## config.mk

```make
export PLATFORM = sky130hd
export DESIGN_NAME = pwm_mux_mixer
export DESIGN_NICKNAME = d
export VERILOG_FILES = /design/src/rtl/mixer_pkg.sv /design/src/rtl/mix_phase_ctr.sv /design/src/rtl/mix_vol_pwm.sv /design/src/rtl/mix_channel_sel.sv /design/src/rtl/pwm_mux_mixer.sv
export SDC_FILE = /design/constraint.sdc
export NUM_CORES = 1
export LEC_CHECK = 0
export ABC_AREA = 1
export BUFFER_PORTS_ARGS = -buffer_cell sky130_fd_sc_hd__buf_2
export CAP_MARGIN = 20
export CORE_MARGIN = 2
export CORE_UTILIZATION = 45
export CTS_CLUSTER_DIAMETER = 200
export DETAILED_ROUTE_END_ITERATION = 10
export GPL_ROUTABILITY_DRIVEN = 0
export PLACE_DENSITY = 0.72
export SKIP_CTS_REPAIR_TIMING = 1
export SLEW_MARGIN = 20
export SYNTH_ARGS = -nofsm -noshare
export SYNTH_HDL_FRONTEND = slang
export SYNTH_SLANG_ARGS = --single-unit
```

## constraint.sdc

```tcl
create_clock -name clk -period 2.94 [get_ports clk]
set_input_delay 0.588 -clock clk [delete_from_list [all_inputs] [get_ports clk]]
set_output_delay 0.588 -clock clk [all_outputs]
set_load 0.1 [all_outputs]
```

## src/rtl/mixer_pkg.sv

```systemverilog
// Package: mixer_pkg
// Holds the default sizing of the mixer and the helper that derives the
// select-field width. Assumes at least two channels.
package mixer_pkg;
    localparam int DEF_NUM_CH = 4;
    localparam int DEF_VOL_W  = 6;

    // Width of the channel select field for n channels.
    function automatic int sel_width(input int n);
        return (n <= 1) ? 1 : $clog2(n);
    endfunction
endpackage

```

## src/rtl/mix_phase_ctr.sv

```systemverilog
// Module: mix_phase_ctr
// Free-running binary phase counter that supplies the volume ramp, the
// channel select field and the attenuation bit. Assumes synchronous
// active-low reset and wraps naturally at 2^CNT_W.
module mix_phase_ctr #(
    parameter int CNT_W = 9
) (
    input  logic             clk,
    input  logic             rst_n,
    output logic [CNT_W-1:0] phase
);
    // Advance by one every clock, restart from zero in reset.
    always_ff @(posedge clk) begin
        if (!rst_n) begin
            phase <= '0;
        end else begin
            phase <= phase + CNT_W'(1);
        end
    end
endmodule

```

## src/rtl/mix_vol_pwm.sv

```systemverilog
// Module: mix_vol_pwm
// One magnitude comparator per channel: the PWM bit is high while the
// channel's volume code exceeds the shared ramp. Purely combinational.
// Assumes volumes packed as channel i in bits [i*VOL_W +: VOL_W].
module mix_vol_pwm #(
    parameter int NUM_CH = 4,
    parameter int VOL_W  = 6
) (
    input  logic [NUM_CH*VOL_W-1:0] vol_flat,
    input  logic [VOL_W-1:0]        ramp,
    output logic [NUM_CH-1:0]       pwm
);
    for (genvar g = 0; g < NUM_CH; g++) begin : g_cmp
        // Strictly-greater compare makes code 0 silent.
        assign pwm[g] = vol_flat[g*VOL_W +: VOL_W] > ramp;
    end
endmodule

```

## src/rtl/mix_channel_sel.sv

```systemverilog
// Module: mix_channel_sel
// Picks the gated channel named by the select field and applies the
// optional half-duty attenuation gate. Select codes at or above NUM_CH
// give silence. Purely combinational.
module mix_channel_sel #(
    parameter int NUM_CH = 4,
    parameter int SEL_W  = 2
) (
    input  logic [NUM_CH-1:0] gated,
    input  logic [SEL_W-1:0]  sel,
    input  logic              half,
    input  logic              atten_en,
    output logic              mixed
);
    logic picked;

    // Multiplex the selected gated channel.
    always_comb begin
        picked = 1'b0;
        for (int k = 0; k < NUM_CH; k++) begin
            if (sel == SEL_W'(k)) begin
                picked = gated[k];
            end
        end
    end

    // Block the output during the upper half when attenuation is on.
    assign mixed = picked & ~(atten_en & half);
endmodule

```

## src/rtl/pwm_mux_mixer.sv

```systemverilog
// Module: pwm_mux_mixer (top)
// Mixes NUM_CH single-bit waveforms into one single-bit stream by volume
// PWM gating and time multiplexing, with no adders or multipliers in the
// audio path. Assumes an external low-pass filter on audio_out.
// Counter layout: [VOL_W-1:0] ramp, next SEL_W bits select, top bit half.
module pwm_mux_mixer #(
    parameter int NUM_CH = mixer_pkg::DEF_NUM_CH,
    parameter int VOL_W  = mixer_pkg::DEF_VOL_W
) (
    input  logic                    clk,
    input  logic                    rst_n,
    input  logic [NUM_CH-1:0]       wave_in,
    input  logic [NUM_CH*VOL_W-1:0] vol_in,
    input  logic                    atten_en,
    output logic                    audio_out,
    output logic [NUM_CH-1:0]       vol_led
);
    localparam int SEL_W = mixer_pkg::sel_width(NUM_CH);
    localparam int CNT_W = VOL_W + SEL_W + 1;

    logic [CNT_W-1:0]  phase_q;
    logic [VOL_W-1:0]  ramp;
    logic [SEL_W-1:0]  sel;
    logic              half;
    logic [NUM_CH-1:0] pwm;
    logic [NUM_CH-1:0] gated;
    logic              mixed;

    assign ramp = phase_q[VOL_W-1:0];
    assign sel  = phase_q[VOL_W +: SEL_W];
    assign half = phase_q[CNT_W-1];

    mix_phase_ctr #(.CNT_W(CNT_W)) u_ctr (
        .clk   (clk),
        .rst_n (rst_n),
        .phase (phase_q)
    );

    mix_vol_pwm #(.NUM_CH(NUM_CH), .VOL_W(VOL_W)) u_pwm (
        .vol_flat (vol_in),
        .ramp     (ramp),
        .pwm      (pwm)
    );

    // Gate every waveform with its own loudness PWM.
    assign gated = wave_in & pwm;

    mix_channel_sel #(.NUM_CH(NUM_CH), .SEL_W(SEL_W)) u_sel (
        .gated    (gated),
        .sel      (sel),
        .half     (half),
        .atten_en (atten_en),
        .mixed    (mixed)
    );

    // Register the audio bit and the indicator bits for glitch-free pins.
    always_ff @(posedge clk) begin
        if (!rst_n) begin
            audio_out <= 1'b0;
            vol_led   <= '0;
        end else begin
            audio_out <= mixed;
            vol_led   <= pwm;
        end
    end
endmodule

```

Word-level counts from Yosys, hierarchy flattened --
Cells that the tools add are included. W data, S select, Z words.
Storage, ports and cells: register bits 14, bits of input ports 31, output and inout port bits 5, logic and storage cells 20
Operators by class: add/sub/neg operators 1, magnitude comparators 4, equal/unequal tests 3, multiplexer cells 4, bitwise logic cells 4, reduce and logical (&&, ||, !) cells 1
Operators by type and width (count):
- $gt A6 B6 Y1 | 4
- $add A9 B1 Y9 const B | 1
- $and A4 B4 Y4 | 1
- $eq A2 B2 Y1 const B | 2
- $mux W1 | 4
- $and A1 B1 Y1 | 2
- $eq A2 B1 Y1 const B | 1
- $logic_not A2 Y1 | 1
- $not A1 Y1 | 1

Longest topological paths before layout --
Gate-level depths: netlist of the first run.
word-level depth 7, mapped depth 11, mapped depth without buffers 11

Cells and area by module --
From an unflattened synthesis of the first run, not the netlist that was laid out.
Unflattened totals: cell total of the unflattened synthesis 204, area, all modules 1239.9 µm²
Modules (own cells, without submodules):
- mix_vol_pwm | instances 1, cells an instance 113, area an instance 644.4 µm², seq. area each 0.0 µm²
- mix_phase_ctr | instances 1, cells an instance 55, area an instance 375.4 µm², seq. area each 180.2 µm²
- pwm_mux_mixer | instances 1, cells an instance 23, area an instance 167.7 µm², seq. area each 100.1 µm²
- mix_channel_sel | instances 1, cells an instance 13, area an instance 52.6 µm², seq. area each 0.0 µm²

Worst setup path after synthesis of the first run --
OpenSTA, ideal clock, no wires.
path kind input to register, start input port vol_in[19], end register audio_out, setup time 0.111 ns, arrival 1.496 ns, setup slack 1.333 ns, stages on the path 9, path buffers 0, cells stage by stage ha_1 > inv_1 > nor2_1 > o21ai_0 > inv_1 > o21ai_0 > nor2_1 > nor2_1 > nor2_1
On the way: longest elaborated chain between the ends 4
RTL lines:
- from (decl) | line pwm_mux_mixer.sv:13 | input logic [NUM_CH*VOL_W-1:0] vol_in,
- $gt A6 B6 Y1 | line mix_vol_pwm.sv:15 | assign pwm[g] = vol_flat[g*VOL_W +: VOL_W] > ramp;
- $and A4 B4 Y4 | line pwm_mux_mixer.sv:46 | assign gated = wave_in & pwm;
- $mux W1 | line mix_channel_sel.sv:21 | if (sel == SEL_W'(k)) begin
- $and A1 B1 Y1 | line mix_channel_sel.sv:28 | assign mixed = picked & ~(atten_en & half);
- to (signal assigned) | line pwm_mux_mixer.sv:62 | audio_out <= mixed;
- to (decl) | line pwm_mux_mixer.sv:15 | output logic audio_out,
No other way between the ends. A chain may end at the register's enable or synchronous reset.

Final worst setup path of the first run --
start register u_ctr.phase[5], end register audio_out
On the way: longest elaborated chain between the ends 7
RTL lines:
- from (decl) | line mix_phase_ctr.sv:10 | output logic [CNT_W-1:0] phase
- from (signal assigned) | line mix_phase_ctr.sv:17 | phase <= phase + CNT_W'(1);
- $gt A6 B6 Y1 | line mix_vol_pwm.sv:15
- $and A4 B4 Y4 * | line pwm_mux_mixer.sv:46
- $mux W1 (3 in a row) | line mix_channel_sel.sv:21
- $mux W1 * | line mix_channel_sel.sv:21
- $and A1 B1 Y1 * | line mix_channel_sel.sv:28
Mark *: on every way between the ends. The rest lies on a longest branch, timed or not.

==> results.cfg, run 1 <==
[timing]
hold_ws_ns = 0.458
slew_headroom_pct = 67.8
setup_tns_ns = 0
finalMaxSlewViolations = 0
period_needed_ns = 1.64
setup_viol = 0
finalCritPeriodShare_pct = 55.8
max_freq_ghz = 0.610
fin_ws_ns = 1.30
worst_pin_slew_ns = 0.486
fin_skew_ns = 0.00495
finalHoldViolCount = 0
rsz0062_at_grt = no

[hold_path]
hold_path_depth = 1
hp-class = register to register

[final_layout]
fin_area_mm2 = 0.00135
fin_util_pct = 55.9
area_growth_syn_to_layout_pct = 21.1
num-fill-cells = 241
drive_gt1_share_pct = 22.1
antennaDiodeCount = 0
layout.nets = 253
instances_no_fill = 225

[placement]
placed_cells = 222
dp_hpwl_mm = 2.03
placed_area_mm2 = 0.00133
place_ws_ns = 1.11
numPortBuffers = 35

[pwr]
irDropWorstVdd_uv = 345
clockPowerShare_pct = 23.3
p_total_mw = 0.455
switching_share_pct = 34.9
p_int_mw = 0.296
p_seq_share_pct = 45.0
p_leak_nw = 0.734
switchingPower_mw = 0.159
power_density_mw_per_mm2 = 338
p_comb_share_pct = 31.7

[global_routing]
grt_max_degree = 9
grt_pass1_vias = 974
antenna_found_initial = 0
grt_remaining_overflow = 0
grt_pass1_wl_mm = 3.90
grtUsageTotal_pct = 18.6

[floorplan]
die_h_um = 53.7
die_area_mm2 = 0.00289
start_util_pct = 46.2
die_w_um = 53.7
io_pins = 36
fp-row-count = 18
core_mm2 = 0.00241

[setup_path]
path_class = register to register
worst_setup_path_start_kind = register
worstSetupPathDepth = 10
cp_slowest_cell = dfxtp_1
cp_top_family = simple AND/OR/NAND/NOR gates
cpMostUsedCell = nor2_1
r2r_slack_ns = 1.30
cp-endpoint = audio_out$_SDFF_PN0_
rr_startpoint = u_ctr.phase[5]$_SDFF_PN0_
arrival_ns = 1.82
path_cells = inv_1 > ha_1 > nand2_1 > nor2_1 > o21ai_0 > inv_1 > o21ai_0 > nor2_1 > nor2_1 > nor2_1
cpPeakStageDelay_ns = 0.33
critical_path_buf_inv_count = 2
ff2ff_path_depth = 10
critPathCaptureType = register
critPathMaxFanout = 5
reg2reg_to = audio_out$_SDFF_PN0_
crit_start = u_ctr.phase[5]$_SDFF_PN0_
required_ns = 3.12

[detailed_routing]
drt_iter0_markers = 18
vias = 1069
avgRoutedWirePerCell_um = 10.5
drtPass1Iterations = 4
via_per_inst = 4.75
drc = 0
final_antenna_net_count = 0
wl_mm = 2.36

[synth]
synth_cell_types = 16
syn-cell-area_mm2 = 0.00111
ys_ff_latch = 14
synthesis.nets = 213
synth_cells = 157
syn_avg_cell_area_um2 = 7.08
ys_seq_area_share_pct = 25.2
ys_warn_count = 0

[cts]
cts_root_buf = clkbuf_4
cts_buffer_depth = 2
cts_tree = done
numCtsBuffers = 3
cts_htree_levels = 1
clock_latency_ns = 0.28
cts.clk_slew.worst_paths_ns = 0.08
cts.sinks = 14

[outcome]
status = completed

[run]
cap_violations = 0
[power by group through the flow]
stage               clock (mW)  combinational, mW  sequential (mW)
floorplan                    0             0.0637            0.248
CTS                      0.109              0.147            0.205
global placement             0              0.140            0.209
detailed placement           0              0.146            0.210
global route             0.118              0.165            0.206
finish                   0.106              0.144            0.205
[how the worst min path moves through the flow]
stage	slack, ns	from	endpoint
floorplan	0.42	u_ctr.phase[8]$_SDFF_PN0_	u_ctr.phase[8]$_SDFF_PN0_
global placement	0.43	u_ctr.phase[8]$_SDFF_PN0_	u_ctr.phase[8]$_SDFF_PN0_
detailed placement	0.45	u_ctr.phase[8]$_SDFF_PN0_	u_ctr.phase[8]$_SDFF_PN0_
CTS	0.46	u_ctr.phase[8]$_SDFF_PN0_	u_ctr.phase[8]$_SDFF_PN0_
global route	0.48	u_ctr.phase[8]$_SDFF_PN0_	u_ctr.phase[8]$_SDFF_PN0_
finish	0.46	u_ctr.phase[8]$_SDFF_PN0_	u_ctr.phase[8]$_SDFF_PN0_
[synthesized netlist by cell type]
library cell / number / share of area, %
o21ai_0: 7 / 3.1
nand3_1: 8 / 3.6
a21oi_1: 11 / 4.9
nor2_4: 1 / 1.0
nor2_2: 1 / 0.56
nand2_2: 1 / 0.56
o21bai_1: 1 / 0.68
nand2_1: 34 / 11
nand4_1: 4 / 2.2
dfxtp_1: 14 / 25
inv_1: 28 / 9.4
nand3_2: 1 / 0.90
nor2_1: 18 / 6.1
nor3_1: 2 / 0.90
ha_1: 25 / 28
a211oi_2: 1 / 1.1
[placed cells by master (no fill, tap or decap), types with 2 or more instances in the layout]
master	instances
buf_2	35
nor3_1	2
nand4_1	4
ha_1	25
nand2_1	34
dfxtp_1	14
nor2_1	18
nand3_1	8
inv_1	28
clkbuf_4	3
a21oi_1	11
o21ai_0	7
[registers in the layout, indices dropped and copies added, names as in the netlist]
signal       count
u_ctr.phase      9
vol_led          4
audio_out        1
[worst register-to-register path, cell delays in order, from the launching register on]
cell and delay [ns]:
dfxtp_1 0.33, inv_1 0.20, ha_1 0.30, nand2_1 0.09, nor2_1 0.06, o21ai_0 0.07
inv_1 0.05, o21ai_0 0.23, nor2_1 0.06, nor2_1 0.10, nor2_1 0.04
[cell families after synthesis]
group	after synthesis	share of synthesized area (%)
flip-flops	14	25.2
adder cells (fa/ha/maj)	25	28.1
buffers and inverters	28	9.45
AND/OR/NAND/NOR	70	27.3
AO/OA/AOI/OAI	20	9.90
[metal layers]
metal	global-route usage (%)	routed length, um	share of wire (%)
met3	5.28	113	4.8
met2	32.7	1130	48
met5	0	0	0
met4	3.85	26	1.1
met1	22.2	1090	46
[layout make-up]
cell class	instances	area (um2)	share of cell area (%)
repair buffers	35	175	13.0
clock buffers	3	22.5	1.67
flip-flops and latches	14	280	20.8
inverters	28	105	7.80
multi-input cells	115	727	53.9
well taps	30	37.5	2.79
Power figures use the tool's default switching activity.
==> inputs of run 2 (changes only) <==
- clock period: 2.94 -> 1.6 ns (I/O delays scaled with it)
==> run 2 against run 1 <==
Net effect:
- clock-buffer cell count unchanged
- worst setup slack worse by 1.2 ns
- critical endpoint unchanged
- clock power up 82%
- largest power group unchanged
- critical path type unchanged
==> results.cfg, run 2 (same netlist as run 1, synthesis figures left out) <==
[outcome]
status = completed

[setup_path]
worst_setup_path_start_kind = register
critPathCaptureType = register
required_ns = 1.78
arrival_ns = 1.64
path_class = register to register
critPathMaxFanout = 5

[timing]
setup_viol = 0
max_freq_ghz = 0.685
setup_tns_ns = 0
finalHoldViolCount = 0
fin_skew_ns = 0.00328
fin_ws_ns = 0.141
slew_headroom_pct = 67.9
period_needed_ns = 1.46
finalMaxSlewViolations = 0
finalCritPeriodShare_pct = 91.2
worst_pin_slew_ns = 0.484

[floorplan]
die_h_um = 53.7
fp-row-count = 18
core_mm2 = 0.00241
io_pins = 36
die_w_um = 53.7
die_area_mm2 = 0.00289
start_util_pct = 46.2

[final_layout]
layout.nets = 256
instances_no_fill = 228
seqCellArea_um2 = 289
layout_commonest_cell = buf_2
largest_registers = u_ctr.phase x9, vol_led x4, audio_out x1
multiInputGateArea_um2 = 786
num-fill-cells = 237
mostFrequentLayoutCells = 35 x buf_2, 33 x nand2_1, 23 x inv_1, 23 x ha_1, 15 x nor2_1
drive_gt1_share_pct = 33.8
top_register = u_ctr.phase
area_growth_syn_to_layout_pct = 29.5
antennaDiodeCount = 0
largest_reg_flops = 9
fin_util_pct = 59.8

[cts]
numCtsBuffers = 3
cts_htree_levels = 1
cts_tree = done
clock_latency_ns = 0.28
cts_buffer_depth = 2
cts_root_buf = clkbuf_4
cts.sinks = 14
cts.clk_slew.worst_paths_ns = 0.07

[global_routing]
gr-usage-met3_pct = 5.83
grt_remaining_overflow = 0
grtUsageMet1_pct = 22.3
antenna_found_initial = 0
met2_usage_pct = 37.2
grtUsageTotal_pct = 19.7
grt_pass1_wl_mm = 4.06
grt-busiest-layer = met2
grt_max_degree = 9
grt_pass1_vias = 1028

[placement]
numPortBuffers = 35
dp_hpwl_mm = 2.09
placed_cells = 225
place_ws_ns = -0.0494

[pwr]
p_total_mw = 0.862
irDropWorstVdd_uv = 839
power_density_mw_per_mm2 = 598
p_leak_nw = 0.763

[detailed_routing]
vias = 1151
drc = 0
final_antenna_net_count = 0
drtPass1Iterations = 4
avgRoutedWirePerCell_um = 11.2
drt_iter0_markers = 17
wl_mm = 2.55
via_per_inst = 5.05

[hold_path]
hp-class = input pin to register

[run]
cap_violations = 0
run 2: cell types whose count changed in the layout (fill, tap and decap cells not counted), sizes merged:
cell,delta
buf,+3
run 2: layout make-up:
class | count | share of cell area (%)
sequential | 14 | 20.1
timing repair buffer | 38 | 13.7
clock buffer | 3 | 1.56
multi-input combinational | 115 | 54.6
tap | 30 | 2.61
inverter | 28 | 7.47
run 2: routing by layer:
metal | up-vias | wire [um]
met4 | 0 | 0
met1 | 524 | 1110
met3 | 0 | 151
met2 | 31 | 1280
li1 | 596 | -
met5 | - | 0
run 2: critical path, stage by stage (launching register included):
cell and delay, ns:
dfxtp_4 0.37, inv_4 0.06, ha_1 0.29, nand2_1 0.09
nor2_2 0.14, nand3_1 0.10, nand4_1 0.11, nand3_1 0.08
nor2_1 0.09, nor2_1 0.04
run 2: through the flow:
stage               hold slack [ns]  instance area (um2)
floorplan                     0.413                 1110
global placement              0.433                 1350
detailed placement            0.447                 1350
CTS                           0.293                 1370
global route                  0.303                 1440
finish                        0.289                 1440
run 2: final timing paths:
| kind | start | end | slack, ns | cells past startpoint |
|---|---|---|---|---|
| worst min-delay path | atten_en | audio_out$_SDFF_PN0_ | 0.29 | 4 |
| worst max register to register | u_ctr.phase[5]$_SDFF_PN0_ | audio_out$_SDFF_PN0_ | 0.14 | 9 |
| worst min register to register | u_ctr.phase[8]$_SDFF_PN0_ | u_ctr.phase[8]$_SDFF_PN0_ | 0.45 | 1 |
| worst max-delay path | u_ctr.phase[5]$_SDFF_PN0_ | audio_out$_SDFF_PN0_ | 0.14 | 9 |
run 2: where the power goes:
group | internal, mW | switching (mW)
registers | 0.364 | 0.0103
logic | 0.106 | 0.189
clock network | 0.0872 | 0.106
total | 0.557 | 0.305
